[config.mk]
export PLATFORM = sky130hd
export DESIGN_NAME = sa_link_if
export DESIGN_NICKNAME = d
export VERILOG_FILES = /design/src/rtl/sa_link_pkg.sv /design/src/rtl/sa_pos_decode.sv /design/src/rtl/sa_tx_insert.sv /design/src/rtl/sa_rx_extract.sv /design/src/rtl/sa_link_if.sv
export SDC_FILE = /design/constraint.sdc
export NUM_CORES = 1
export LEC_CHECK = 0
export BUFFER_PORTS_ARGS = -buffer_cell sky130_fd_sc_hd__clkbuf_2
export CORE_UTILIZATION = 30
export DETAILED_ROUTE_END_ITERATION = 7
export PLACE_DENSITY = 0.73
export SLEW_MARGIN = 20
export SYNTH_ARGS = -nofsm -noshare
export SYNTH_HDL_FRONTEND = slang
export SYNTH_SLANG_ARGS = --single-unit
[constraint.sdc]
create_clock -name clk -period 1.25 [get_ports clk]
set_input_delay 0.1875 -clock clk [delete_from_list [all_inputs] [get_ports clk]]
set_output_delay 0.1875 -clock clk [all_outputs]
set_load 0.05 [all_outputs]
[src/rtl/sa_link_pkg.sv]
package sa_link_pkg;
  localparam int SA_COUNT  = 5;   // Sa positions per timeslot 0
  localparam int SA_BASE   = 3;   // bit counter value of first Sa bit
  localparam int TSLOT_W   = 5;
  localparam int BITCNT_W  = 3;
  typedef logic [SA_COUNT-1:0] sa_vec_t;
endpackage

[src/rtl/sa_pos_decode.sv]
module sa_pos_decode
  import sa_link_pkg::*;
#(
  parameter int TS_W    = TSLOT_W,
  parameter int BIT_W   = BITCNT_W,
  parameter int SA_N    = SA_COUNT,
  parameter int SA_FIRST = SA_BASE
) (
  input  logic [TS_W-1:0]  ts,
  input  logic [BIT_W-1:0] bit_idx,
  input  logic             nfas,
  output logic [SA_N-1:0]  sa_oh
);
  logic slot0_nfas;
  assign slot0_nfas = (ts == '0) && nfas;

  for (genvar k = 0; k < SA_N; k++) begin : g_pos
    assign sa_oh[k] = slot0_nfas && (bit_idx == BIT_W'(SA_FIRST + k));
  end
endmodule

[src/rtl/sa_tx_insert.sv]
module sa_tx_insert #(
  parameter int SA_N = 5
) (
  input  logic            clk,
  input  logic            rst,
  input  logic [SA_N-1:0] sa_oh,
  input  logic            ins_en,
  input  logic [SA_N-1:0] mask,
  input  logic [SA_N-1:0] dflt,
  input  logic            din,
  input  logic            link_in,
  output logic            dout,
  output logic            lclk
);
  logic pos_hit, take_link, take_dflt, dflt_bit;
  logic s1_din, s1_link;

  assign pos_hit   = |sa_oh;
  assign take_link = ins_en && |(sa_oh & mask);
  assign take_dflt = ins_en && pos_hit && !(|(sa_oh & mask));
  assign dflt_bit  = |(sa_oh & dflt);

  always_ff @(posedge clk) begin
    if (rst) begin
      s1_din  <= 1'b0;
      s1_link <= 1'b0;
      lclk    <= 1'b0;
      dout    <= 1'b0;
    end else begin
      s1_din  <= take_dflt ? dflt_bit : din;
      s1_link <= take_link;
      lclk    <= take_link;
      dout    <= s1_link ? link_in : s1_din;
    end
  end

  // bit sampled at the end of the pulse is the next output bit
  a_r3_link_follows_clk: assert property (@(posedge clk) disable iff (rst)
    lclk |=> (dout == $past(link_in)));
  // no demand clock when insertion is off
  a_r5_no_clk_when_off: assert property (@(posedge clk) disable iff (rst)
    !ins_en |=> !lclk);
  // a pulse only follows an Sa position
  a_r2_clk_after_sa: assert property (@(posedge clk) disable iff (rst)
    lclk |-> $past(pos_hit));
  // non-Sa bits pass with two cycles of latency
  a_r6_passthrough: assert property (@(posedge clk) disable iff (rst)
    !pos_hit |-> ##2 (dout == $past(din, 2)));
endmodule

[src/rtl/sa_rx_extract.sv]
module sa_rx_extract #(
  parameter int SA_N = 5
) (
  input  logic            clk,
  input  logic            rst,
  input  logic [SA_N-1:0] sa_oh,
  input  logic [SA_N-1:0] mask,
  input  logic            din,
  output logic            link,
  output logic            lclk
);
  logic take;
  assign take = |(sa_oh & mask);

  always_ff @(posedge clk) begin
    if (rst) begin
      link <= 1'b0;
      lclk <= 1'b0;
    end else begin
      lclk <= take;
      if (take) link <= din;
    end
  end

  // output bit is the bit received in the marked cycle
  a_r8_link_matches: assert property (@(posedge clk) disable iff (rst)
    lclk |-> (link == $past(din)));
  // non-Sa cycles leave the receive link untouched
  a_r10_hold_off_sa: assert property (@(posedge clk) disable iff (rst)
    !(|sa_oh) |=> (!lclk && $stable(link)));
endmodule

[src/rtl/sa_link_if.sv]
module sa_link_if
  import sa_link_pkg::*;
#(
  parameter int TS_W     = TSLOT_W,
  parameter int BIT_W    = BITCNT_W,
  parameter int SA_N     = SA_COUNT,
  parameter int SA_FIRST = SA_BASE
) (
  input  logic             clk,
  input  logic             rst,
  input  logic [TS_W-1:0]  tx_ts,
  input  logic [BIT_W-1:0] tx_bit,
  input  logic             tx_nfas,
  input  logic             tx_din,
  input  logic             tx_ins_en,
  input  logic [SA_N-1:0]  tx_mask,
  input  logic [SA_N-1:0]  tx_dflt,
  input  logic             tx_link,
  output logic             tx_dout,
  output logic             tx_lclk,
  input  logic [TS_W-1:0]  rx_ts,
  input  logic [BIT_W-1:0] rx_bit,
  input  logic             rx_nfas,
  input  logic             rx_din,
  input  logic [SA_N-1:0]  rx_mask,
  output logic             rx_link,
  output logic             rx_lclk
);
  logic [SA_N-1:0] tx_oh, rx_oh;

  sa_pos_decode #(.TS_W(TS_W), .BIT_W(BIT_W), .SA_N(SA_N), .SA_FIRST(SA_FIRST))
    u_tx_pos (.ts(tx_ts), .bit_idx(tx_bit), .nfas(tx_nfas), .sa_oh(tx_oh));

  sa_pos_decode #(.TS_W(TS_W), .BIT_W(BIT_W), .SA_N(SA_N), .SA_FIRST(SA_FIRST))
    u_rx_pos (.ts(rx_ts), .bit_idx(rx_bit), .nfas(rx_nfas), .sa_oh(rx_oh));

  sa_tx_insert #(.SA_N(SA_N)) u_tx (
    .clk(clk), .rst(rst), .sa_oh(tx_oh), .ins_en(tx_ins_en),
    .mask(tx_mask), .dflt(tx_dflt), .din(tx_din), .link_in(tx_link),
    .dout(tx_dout), .lclk(tx_lclk));

  sa_rx_extract #(.SA_N(SA_N)) u_rx (
    .clk(clk), .rst(rst), .sa_oh(rx_oh), .mask(rx_mask), .din(rx_din),
    .link(rx_link), .lclk(rx_lclk));
endmodule

==> summary.md <==
| Metric | Value |
|---|---|
| Critical-path maximum fanout | 2 |
| CTS buffer count | 3 |
| Ys async rst share | 0 |
| Final Cycle Share | 0.951 |
| Root Driver | clkbuf_4 |
| Die width | approximately 39 um |
| Placed cells | approximately 110 |
| Crit path DAT | around 1.3 ns |
| Cell area after synthesis | roughly 410 sq um |
| Final-report hold violation count | 0 |
| WP depth | 5 |
| Antenna-violating nets left | 0 |
| Pwr Total | between 0.4 and 0.5 mW |
| Setup repair bufs after CTS | 0 |
| Routed length per placed instance | about 9 um |
| Depth of the most critical reg-to-reg path | 3 |
| 1st-pass router iterations | 4 |
| Average cell area after synthesis | between 8 and 9 sq um |
| Worst-path clk slew | ~0.040 ns |
| Final cell count without fillers | roughly 110 |
| Setup TNS | 0 ns |
| Most frequent cells in the layout | clkbuf_2, nand2_1, mux2i_1, nor2_1, dfxtp_1 |
| Largest net degree at the start of global routing | 7 |
| Max-cap viol count | 0 |
| Setup violators final | 0 |
| Initial antenna violation count | 0 |
| Seq/Total Area, Yosys | 0.242 |
| Synth cell types | 23 |
| RSZ-0062 raised after global routing | false |
| Rows | 13 |
| FMAX | ~0.84 GHz |
| Worst hold start | tx_din |
| Top post-synthesis cells by area | dfxtp_1, mux2i_1, a2111oi_4, mux4_2, nand2_1 |
| Max clock buf depth | 2 |
| Worst Path Buf+Inv | 1 |
| Cells after Synth | 47 |
| Final HPWL DP | 913 um |
| Family with the most delay on the worst path | simple AND/OR/NAND/NOR gates |
| Multi-input gate area | roughly 300 sq um |
| Starting density of the core | 0.321 |
| Sink Count | 5 |
| DRC viols | 0 |
| Main synth FF type | dfxtp_1 |
| Area occupied by registers | roughly 100 sq um |
| Final Skew | ~0.0023 ns |
| Pwr dens | around 700 nW/um^2 |
| Vias in the first global route | around 400 |
| First-pass GRT wire length | around 1400 um |
| Yosys top cell by area | dfxtp_1 |
| Worst-Margin Slew | 0.400 ns |
| GRT overflow | 0 |
| Pins Over Slew Limit | 0 |
| Area Overhead vs Synth | 68.5% |
| WP data required | roughly 1.4 ns |
| Core box area | ~1300 sq um |
| Slowest Stage Delay on Critical Path | 0.52 ns |
| CP Cell Sequence | clkbuf_2, or4b_4, o311a_1, a31oi_1, nand3_1 |
| Period minus WS final | between 1 and 1.5 ns |
| Worst reg2reg startpoint | u_rx.link |
| DP Area | approximately 670 sq um |
| Layout Utilization | 0.541 |
| CP Capture Type | register |
| Via count | 552 |
| Outcome | completed |
| Worst hold path stage count | 3 |
| Maximum vdd drop | between 300 and 400 uV |
| Hold crit path type | input port to register |
| Wirelength, routed | slightly below 1000 um |
| Port bufs | 42 |
| Proportion of layout cells with a drive suffix above 1 | 0.573 |
| I/O pin cnt | 43 |
| # diodes | 0 |
| Die area | about 1500 sq um |
| Seq cells post-synth | 5 |
| Commonest non-fill, non-tap cell in the layout | clkbuf_2 |
| Global-route usage over all layers | 0.144 |
| Crit Path Class | input port to register |
| CTS tree | done |
| FF-to-FF setup slack | approximately 0.37 ns |
| Slowest CP cell | or4b_4 |
| Fill count | roughly 130 |
| Slew headroom | 0.730 |
| Leakage power | 0.357 nW |
| R2R Path End | u_rx.link |
| Nets@finish | between 100 and 150 |
| Number of synthesized flops with an enable pin | 0 |
| Iter 0 DRT Violations | 7 |
| Post-Layout Inst Area | 696 sq um |
| CP startpoint kind | input port |
| Clk_lat worst skew | 0.24 ns |
| Vias per Instance | roughly 5.0 |
| Syn Nets | 86 |
| Die H | around 39 um |
| GP Congestion | between 0.6 and 0.7 |
| Htree depth | 1 |
| Hold EP | u_tx.s1_din |
| Post-synth top area share | 0.242 |
| Number of warnings issued by yosys | 0 |
| Post-CTS sizing | 0 |
| Number of buffers inserted by hold repair at cts | 0 |
synth_stat cells, drive strengths merged, types with 2 or more instances:
cell / n
nand4: 2
nor3b: 2
dfxtp: 5
nand2: 6
inv: 3
nor3: 3
nor2: 5
mux2i: 6
layer usage:
layer / global-route usage / part of all wire / vias to the layer above
li1: - / - / 282
met1: 0.123 / 0.38 / 228
met2: 0.279 / 0.49 / 42
met3: 0.0520 / 0.12 / 0
met4: 0.0776 / 0 / 0
met5: 0 / 0 / -
stage by stage:
| step | setup slack (ns) | hold slack, ns |
|---|---|---|
| after floorplan | -0.0670 | 0.254 |
| after global placement | -0.164 | 0.422 |
| after detailed placement | -0.183 | 0.437 |
| after CTS | 0.0771 | 0.178 |
| after global routing | 0.0235 | 0.181 |
| final | 0.0615 | 0.183 |
tightest hold or removal path, stage by stage:
cell	delay (ns)
clkbuf_2	0.08
inv_1	0.05
a221oi_2	0.05
registers in the layout (all words and copies together) (netlist names):
signal and count:
u_rx.lclk 1, u_rx.link 1, u_tx.dout 1, u_tx.lclk 1
u_tx.s1_din 1
how the worst max path moves through the flow:
stage,from,endpoint,slack [ns]
floorplan,rx_ts[4],u_rx.link,-0.07
global placement,rx_ts[4],u_rx.link,-0.16
detailed placement,rx_ts[4],u_rx.link,-0.18
CTS,rx_ts[4],u_rx.link,0.08
global route,tx_bit[1],u_tx.s1_din,0.02
finish,rx_ts[4],u_rx.link,0.06
cell type report:
class                           count  share of cell area
Clock buffer                        3              0.0324
Clock inverter                      1             0.00719
Sequential cell                     5               0.144
Timing Repair Buffer               45               0.335
Multi-Input combinational cell     39               0.439
Inverter                            3              0.0162
Tap cell                           15              0.0270
kinds of logic after synthesis:
kind of cell    share of synthesized area
compound gates                      0.233
buf+inv                            0.0273
flops                               0.242
simple gates                        0.297
mux                                 0.200
where the power goes:
part	leakage, nW	internal (mW)	total [mW]	switching [mW]
combinational	0.298	0.0801	0.143	0.0632
clock	0.0177	0.116	0.180	0.0649
sequential	0.0407	0.164	0.165	0.00112
total	0.357	0.359	0.489	0.129
Power figures use the tool's default switching activity.
